==> src/rtl/strap_pkg.sv <==
package strap_pkg;

  typedef enum logic [1:0] {
    PH_IDLE = 2'b00,
    PH_UP   = 2'b01,
    PH_DN   = 2'b10,
    PH_DONE = 2'b11
  } phase_t;

  typedef enum logic [1:0] {
    MODE_NONE     = 2'b00,
    MODE_SINGLE   = 2'b01,
    MODE_SERIES   = 2'b10,
    MODE_PARALLEL = 2'b11
  } mode_t;

  // Map the two end-of-window readings to a charging mode.
  function automatic mode_t classify(input logic rd_under_up, input logic rd_under_dn);
    mode_t m;
    case ({rd_under_up, rd_under_dn})
      2'b11:   m = MODE_PARALLEL;
      2'b00:   m = MODE_SERIES;
      default: m = MODE_SINGLE;   // follows the pull, or contradictory
    endcase
    return m;
  endfunction

endpackage

==> src/rtl/strap_sync.sv <==
module strap_sync #(
  parameter int STAGES = 2
) (
  input  logic clk,
  input  logic rst_n,
  input  logic d_i,
  output logic q_o
);
  logic [STAGES-1:0] chain;

  always_ff @(posedge clk or negedge rst_n) begin
    if (!rst_n) chain[0] <= 1'b0;
    else        chain[0] <= d_i;
  end

  for (genvar s = 1; s < STAGES; s++) begin : g_stage
    always_ff @(posedge clk or negedge rst_n) begin
      if (!rst_n) chain[s] <= 1'b0;
      else        chain[s] <= chain[s-1];
    end
  end

  assign q_o = chain[STAGES-1];
endmodule

==> src/rtl/strap_timer.sv <==
module strap_timer #(
  parameter int WINDOW = 16
) (
  input  logic clk,
  input  logic rst_n,
  input  logic active_i,
  output logic last_o
);
  localparam int CW = $clog2(WINDOW + 1);
  localparam logic [CW-1:0] LAST_V = CW'(WINDOW - 1);

  logic [CW-1:0] cnt;

  always_ff @(posedge clk or negedge rst_n) begin
    if (!rst_n)                 cnt <= '0;
    else if (!active_i)         cnt <= '0;
    else if (cnt == LAST_V)     cnt <= '0;
    else                        cnt <= cnt + 1'b1;
  end

  assign last_o = active_i && (cnt == LAST_V);

  // window count never runs past its final value
  assert_cnt_in_window_R2: assert property (@(posedge clk) disable iff (!rst_n)
    cnt <= LAST_V);

  // counter is back at zero whenever no window is open
  assert_cnt_idle_zero_R2: assert property (@(posedge clk) disable iff (!rst_n)
    !$past(active_i) |-> cnt == '0);
endmodule

==> src/rtl/strap_seq.sv <==
module strap_seq
  import strap_pkg::*;
(
  input  logic clk,
  input  logic rst_n,
  input  logic start_i,
  input  logic last_i,
  output logic active_o,
  output logic pull_up_o,
  output logic pull_dn_o,
  output logic cap_up_o,
  output logic cap_dn_o,
  output logic done_o
);
  phase_t ph, ph_nx;

  always_comb begin
    ph_nx = ph;
    case (ph)
      PH_IDLE: if (start_i) ph_nx = PH_UP;
      PH_UP:   if (last_i)  ph_nx = PH_DN;
      PH_DN:   if (last_i)  ph_nx = PH_DONE;
      default: ph_nx = PH_DONE;
    endcase
  end

  always_ff @(posedge clk or negedge rst_n) begin
    if (!rst_n) ph <= PH_IDLE;
    else        ph <= ph_nx;
  end

  assign pull_up_o = (ph == PH_UP);
  assign pull_dn_o = (ph == PH_DN);
  assign active_o  = pull_up_o || pull_dn_o;
  assign cap_up_o  = pull_up_o && last_i;
  assign cap_dn_o  = pull_dn_o && last_i;
  assign done_o    = (ph == PH_DONE);

  // opposite pulls never overlap
  assert_pulls_exclusive_R3: assert property (@(posedge clk) disable iff (!rst_n)
    !(pull_up_o && pull_dn_o));

  // the downward pull only ever starts straight after the upward one
  assert_up_then_dn_R2: assert property (@(posedge clk) disable iff (!rst_n)
    $rose(pull_dn_o) |-> $past(pull_up_o));

  // done is sticky until reset
  assert_done_sticky_R8: assert property (@(posedge clk) disable iff (!rst_n)
    done_o |=> done_o);

  // a running window is not disturbed by start
  assert_start_no_restart_R10: assert property (@(posedge clk) disable iff (!rst_n)
    (pull_dn_o && !last_i) |=> pull_dn_o);
endmodule

==> src/rtl/strap_classify.sv <==
module strap_classify
  import strap_pkg::*;
(
  input  logic  clk,
  input  logic  rst_n,
  input  logic  sample_i,
  input  logic  cap_up_i,
  input  logic  cap_dn_i,
  output mode_t mode_o
);
  logic  rd_up_q;
  mode_t mode_q;

  always_ff @(posedge clk or negedge rst_n) begin
    if (!rst_n) begin
      rd_up_q <= 1'b0;
      mode_q  <= MODE_NONE;
    end else begin
      if (cap_up_i) rd_up_q <= sample_i;
      if (cap_dn_i) mode_q  <= classify(rd_up_q, sample_i);
    end
  end

  assign mode_o = mode_q;

  // a code is written only at the end of the downward window
  assert_mode_write_once_R8: assert property (@(posedge clk) disable iff (!rst_n)
    (mode_q != MODE_NONE) |=> $stable(mode_q));
endmodule

==> src/rtl/strap_sense.sv <==
module strap_sense
  import strap_pkg::*;
#(
  parameter int SETTLE      = 16,
  parameter int SYNC_STAGES = 2
) (
  input  logic       clk,
  input  logic       rst_n,
  input  logic       start_i,
  input  logic       pin_i,
  output logic       pull_up_en_o,
  output logic       pull_dn_en_o,
  output logic [1:0] mode_o,
  output logic       done_o
);
  // the synchronizer needs the window to outlast its latency
  localparam int WINDOW = (SETTLE < SYNC_STAGES + 1) ? (SYNC_STAGES + 1) : SETTLE;

  logic  pin_s, active, last, cap_up, cap_dn;
  mode_t mode_w;

  strap_sync #(.STAGES(SYNC_STAGES)) u_sync (
    .clk(clk), .rst_n(rst_n), .d_i(pin_i), .q_o(pin_s)
  );

  strap_timer #(.WINDOW(WINDOW)) u_timer (
    .clk(clk), .rst_n(rst_n), .active_i(active), .last_o(last)
  );

  strap_seq u_seq (
    .clk(clk), .rst_n(rst_n), .start_i(start_i), .last_i(last),
    .active_o(active), .pull_up_o(pull_up_en_o), .pull_dn_o(pull_dn_en_o),
    .cap_up_o(cap_up), .cap_dn_o(cap_dn), .done_o(done_o)
  );

  strap_classify u_cls (
    .clk(clk), .rst_n(rst_n), .sample_i(pin_s),
    .cap_up_i(cap_up), .cap_dn_i(cap_dn), .mode_o(mode_w)
  );

  assign mode_o = mode_w;

  // no code is shown before the test completes
  assert_mode_hidden_R9: assert property (@(posedge clk) disable iff (!rst_n)
    !done_o |-> mode_o == 2'b00);

  // pulls released and code valid once done
  assert_done_quiet_R8: assert property (@(posedge clk) disable iff (!rst_n)
    done_o |-> (!pull_up_en_o && !pull_dn_en_o && mode_o != 2'b00));

  // mode frozen after done
  assert_mode_frozen_R8: assert property (@(posedge clk) disable iff (!rst_n)
    done_o |=> $stable(mode_o));
endmodule

==> config.mk <==
export PLATFORM = sky130hd
export DESIGN_NAME = strap_sense
export DESIGN_NICKNAME = d
export VERILOG_FILES = /design/src/rtl/strap_pkg.sv /design/src/rtl/strap_sync.sv /design/src/rtl/strap_timer.sv /design/src/rtl/strap_seq.sv /design/src/rtl/strap_classify.sv /design/src/rtl/strap_sense.sv
export SDC_FILE = /design/constraint.sdc
export NUM_CORES = 1
export LEC_CHECK = 0
export ABC_AREA = 0
export BUFFER_PORTS_ARGS = -buffer_cell sky130_fd_sc_hd__buf_2
export CAP_MARGIN = 10
export CORE_AREA = 2 2 39 41
export DETAILED_ROUTE_END_ITERATION = 8
export DIE_AREA = 0 0 41 43
export PLACE_DENSITY = 0.69
export SETUP_SLACK_MARGIN = 0.3
export SLEW_MARGIN = 20
export SYNTH_ARGS = -nofsm -noshare
export SYNTH_HDL_FRONTEND = slang
export SYNTH_SLANG_ARGS = --single-unit
==> constraint.sdc <==
create_clock -name clk -period 2.9 [get_ports clk]
set_clock_uncertainty 0.1 [all_clocks]
set_input_delay 0.145 -clock clk [delete_from_list [all_inputs] [get_ports clk]]
set_output_delay 0.145 -clock clk [all_outputs]
set_load 0.05 [all_outputs]
* Yosys cells after proc, flatten, opt, wreduce, memory -nomap -nowiden
Cells that the tools add are included.
** Storage, ports and cells
- Word-level logic and storage cells :: 29
- Output and inout port bits :: 5
- Register bits after elaboration :: 12
- Input port bits :: 4
** Cells by class
- Multiplexer cells :: 7
- Eq/ne operators :: 8
- Reductions and logical operators :: 7
- Add/subtract/negate cells :: 1
** Operators with widths (number)
- 5-bit 2-to-1 mux :: 2
- 2-bit == test (second input constant) :: 3
- 2-bit 2-to-1 mux :: 3
- 2-bit one-hot mux with 3 select lines :: 1
- 5-bit by 1-bit adder with 5-bit output (second input constant) :: 1
- 5-bit by 4-bit == test with 1-bit output (second input constant) :: 1
- 2-bit zero test :: 2
- 2-bit by 1-bit inequality test with 1-bit output (second input constant) :: 2
- 2-bit one-hot mux with 2 select lines :: 1
- 1-bit logical AND :: 3
- 3-bit AND reduction :: 1
- 2-bit by 1-bit == test with 1-bit output (second input constant) :: 1
- 2-bit inequality test (second input constant) :: 1
- 1-bit logical OR :: 1

* Depth between registers and ports, before layout
- Word-level depth :: 5
- Gate-level depth with buffers :: 6
- Gate-level depth less buffers :: 6

* Hierarchy
From an unflattened synthesis, not the netlist that was laid out.
** Unflattened totals
- Cell total of the unflattened synthesis :: 49
- Area, all modules :: 584.3 um^2
** Modules (own cells, without submodules)
- strap_timer :: cells each 18, sequential area each 125.1 um^2, instances 1, area an instance 219.0 um^2
- strap_seq :: cells each 17, sequential area each 50.0 um^2, instances 1, area an instance 188.9 um^2
- strap_classify :: cells each 12, sequential area each 75.1 um^2, instances 1, area an instance 126.4 um^2
- strap_sync :: cells each 2, sequential area each 50.0 um^2, instances 1, area an instance 50.0 um^2

* Least setup slack after synthesis
Ideal clock, no wire load.
- Path kind :: register to register
- Start :: register u_seq.ph[0]
- End :: register u_cls.mode_q[0] (netlist: u_cls.mode_o[0])
- Required time :: 2667 ps
- Stages on the path, launching flop included :: 6
- Arrival :: 1448 ps
- Library setup time :: 133 ps
- Clock period less this slack :: 1681 ps
- Path buffers :: 0
- Setup slack :: 1219 ps
- Cell sequence :: dfrtp_1 inv_1 ha_1 inv_1 o31ai_1 o21ai_0
** On the way
- Cells in the longest elaborated chain, start to end :: 4
- Elaborated cells on any way between the ends :: 5
- Those cells by class :: eq/ne: 2; reduce/logical: 3
** Ends and longest elaborated chain
- start: declaration :: line strap_seq.sv:15 : phase_t ph, ph_nx;
- start signal: assignment :: line strap_seq.sv:29 : else ph <= ph_nx;
- 2-bit == test * :: line strap_seq.sv:33 : assign pull_dn_o = (ph == PH_DN);
- named net pull_dn_en_o :: line strap_sense.sv:12 : output logic pull_dn_en_o,
- 1-bit logical OR :: line strap_seq.sv:34 : assign active_o = pull_up_o || pull_dn_o;
- 1-bit logical AND :: line strap_timer.sv:21 : assign last_o = active_i && (cnt == LAST_V);
- 1-bit logical AND * :: line strap_seq.sv:36 : assign cap_dn_o = pull_dn_o && last_i;
- end signal: assignment :: line strap_classify.sv:20 : if (cap_dn_i) mode_q <= classify(rd_up_q, sample_i);
- end: declaration :: line strap_classify.sv:12 : mode_t mode_q;
Mark *: on every way through the listed nets, which the timed path passes. The rest lies on a longest branch.
A chain may end at the register's enable or synchronous reset.

* Final worst setup path
- Start :: register u_seq.ph[0]
- End :: register u_cls.mode_q[1] (netlist: u_cls.mode_o[1])
** On the way
- Cells in the longest elaborated chain, start to end :: 4
- Elaborated cells on any way between the ends :: 5
- Those cells by class :: eq/ne: 2; reduce/logical: 3
** Ends and longest elaborated chain (line)
- 2-bit by 1-bit == test with 1-bit output or 2-bit == test (tied branches) :: strap_seq.sv:32, strap_seq.sv:33
- 1-bit logical OR :: strap_seq.sv:34
- 1-bit logical AND :: strap_timer.sv:21
- 1-bit logical AND * :: strap_seq.sv:36
Every way passes the cells marked *; elsewhere a longest branch is shown, timed or not.

==> run_results.csv <==
group,metric,value,unit
routing,via_count,400,
global_route,grt_max_degree,13,
yosys,synthSimpleGateAreaFrac,16.6,%
yosys,synth_compound_area_share,8.19,%
routing,drcViolationCount,0,
yosys,yosysTopAreaCellShare,50.4,%
yosys,synthTopCellsByArea,"dfrtp_1 (50%), ha_1 (15%), o21ai_0 (4.2%)",
worst_hold_path,hold_path_class,"input pin to async pin",
timing,tns,0,ns
yosys,synthTopCellsByCount,"dfrtp_1 (12), ha_1 (7), inv_1 (6)",
placement,place_inst,77,
timing,setup_viol,0,
finish,final_cells,82,
yosys,yosys_warnings,0,
finish,drive_gt1_share,22.7,%
yosys,synth_ff_type,"dfrtp_1",
yosys,synth-xor-area-share,2.94,%
critical_path,end_kind,"flip-flop",
timing,finalCritPeriodShare,54.7,%
yosys,synthArstFlopShare,100,%
pwr,clkPwrFrac,33.0,%
yosys,ys_types,17,
global_route,grt_pass1_vias,404,
yosys,yosysSeqAreaShare,50.4,%
pwr,worst_ir_drop_vdd,467,uV
timing,setup_ws,1.31,ns
timing,rsz0062_at_grt,"false",
critical_path,crit_fanout,6,
timing,relSlewSlack,83.1,%
timing,min_period,1.59,ns
timing,worst_slew_pin_slew,0.253,ns
floorplanning,ios,9,
yosys,syn_nets,64,
global_route,grt_overflow,0,
global_route,antenna_found_initial,0,
routing,viasPerCell,4.88,
pwr,netSwitchingFraction,20.1,%
yosys,synthAdderAreaFrac,14.7,%
routing,wl_per_cell,11.1,um
clock_tree,numCtsBuffers,3,
clock_tree,htreeDepth,1,
routing,postRouteAntennaNets,0,
finish,syn_to_final_growth,17.2,%
critical_path,arrival,1.61,ns
critical_path,path_class,"flip-flop to flip-flop",
pwr,power_density,400,nW/um^2
run,max_cap_viol_count,0,
pwr,power_frac_seq,61.3,%
clock_tree,cts_tree,"built",
clock_tree,clkSinkCount,12,
yosys,syn_avg_cell_area,11.2,um^2
floorplanning,rows,14,
pwr,p_int,223,uW
critical_path,start_kind,"flip-flop",
routing,first_pass_iters,4,
yosys,synth_edf_count,0,
placement,dpl_cell_area,656,um^2
floorplanning,core_area,1380,um^2
run_status,status,"finished clean",
yosys,synth-seq-cells,12,
floorplanning,die_w,41,um
floorplanning,die_area,1760,um^2
floorplanning,start_util,43.0,%
timing,hold_viol_final,0,
yosys,synth.most_common_cell,"dfrtp_1",
routing,wirelength,913,um
placement,pre_cts_slack,1.31,ns
clock_tree,insertion_delay,0.26,ns
yosys,syn_area,596,um^2
timing,max_freq,630,MHz
yosys,synth_top_family_by_area,"simple AND/OR/NAND/NOR gates",
pwr,p_leak,0.000402,uW
global_route,grt_pass1_wl,1630,um
placement,dp_hpwl,731,um
clock_tree,cts_buffer_depth,2,
floorplanning,die_y,43,um
pwr,switchingPower,56.1,uW
yosys,synth_mux_area_share,3.36,%
finish,num-nets-final,79,
placement,gp_congestion,0.772,
yosys,synthCells,53,
finish,diodes,0,
clock_tree,clk_pin_slew,0.07,ns
placement,io_buffer_count,8,
pwr,power_frac_comb,5.8,%
yosys,synth_largest_area_cell,"dfrtp_1",
routing,drtIter0Drc,4,
finish,final_area,698,um^2
global_route,grt_usage,13.8,%
critical_path,worstPathRequired,2.92,ns
timing,drv_slew,0,
clock_tree,root_buffer,"clkbuf_4",
## cell type report
type,count,area (um^2)
multi-input combinational,35,273
clock buffer,3,22.5
inverter,6,22.5
fill,126,686
timing repair buffer,10,60.1
sequential,12,300
tap,16,20.0
## state kept, by name (all words and copies together), names as in the netlist
register	count
u_seq.ph	2
u_sync.chain	1
u_timer.cnt	5
u_cls.mode_o	2
u_cls.rd_up_q	1
u_sync.q_o	1
## cells in the final DEF, fill, tap and decap left out, types with 2 or more instances in the layout
master,count
o31ai_1,2
dlygate4sd3_1,2
ha_1,7
buf_2,8
inv_1,6
nand3_1,3
mux2i_1,2
dfrtp_1,12
o21ai_0,5
nand2_1,4
nor2_1,4
clkbuf_4,3
## cell families (layout without fill, tap and decap cells)
kind of cell | count (synthesis) | after routing
AND/OR/NAND/NOR | 16 | 16
adder cells (fa/ha/maj) | 7 | 7
AO/OA/AOI/OAI | 8 | 8
buffers and inverters | 6 | 19
multiplexers | 2 | 2
XOR/XNOR | 2 | 2
flip-flops | 12 | 12
## layer usage
metal | track usage (%) | vias to the layer above | wire length (um)
met3 | 6.28 | 2 | 41
met4 | 4.00 | 0 | 10
li1 | - | 206 | -
met2 | 18.4 | 8 | 415
met5 | 0 | - | 0
met1 | 20.0 | 184 | 446
## path summary, 6_finish.rpt
path | from | to | slack, ns | cells past startpoint
worst max-delay path | u_seq.ph[0] | u_cls.mode_o[1] | 1.31 | 5
worst min-delay path | rst_n | u_timer.cnt[3] | 0.18 | 2
worst max register to register | u_seq.ph[0] | u_cls.mode_o[1] | 1.31 | 5
worst min register to register | u_sync.chain[0] | u_sync.q_o | 0.25 | 0
max in group asynchronous | rst_n | u_timer.cnt[2] | 2.31 | 2
min in group clk | u_sync.chain[0] | u_sync.q_o | 0.25 | 0
## per-stage QoR
stage,hold WS [ns],power [uW],utilization (%)
final,0.178,279,50.5
after global routing,0.209,294,50.5
after CTS,0.180,284,50.5
after detailed placement,-0.0689,189,47.4
after global placement,-0.0684,189,47.4
after floorplan,-0.251,182,-
## critical path, stage by stage, from the launching register on
cell	delay, ns
dfrtp_1	0.40
inv_1	0.10
ha_1	0.37
inv_1	0.11
o31ai_1	0.25
o21ai_0	0.12
## power by group through the flow
stage | Sequential [uW] | Clock [uW] | Combinational, uW
after floorplan | 179 | 0 | 2.20
after global placement | 174 | 0 | 14.4
after detailed placement | 174 | 0 | 14.5
after CTS | 171 | 96.6 | 16.6
after global routing | 172 | 105 | 17.9
final | 171 | 92.2 | 16.1
## what timing repair did
item | 4_1_cts | 5_1_grt
hold buffers | 2 | 0
hold endpoints to repair | 13 | 0
setup endpoints to repair | 0 | 0
gates resized for setup | 0 | 0
setup buffers | 0 | 0
Note: power is estimated with default switching activity, not from simulation.
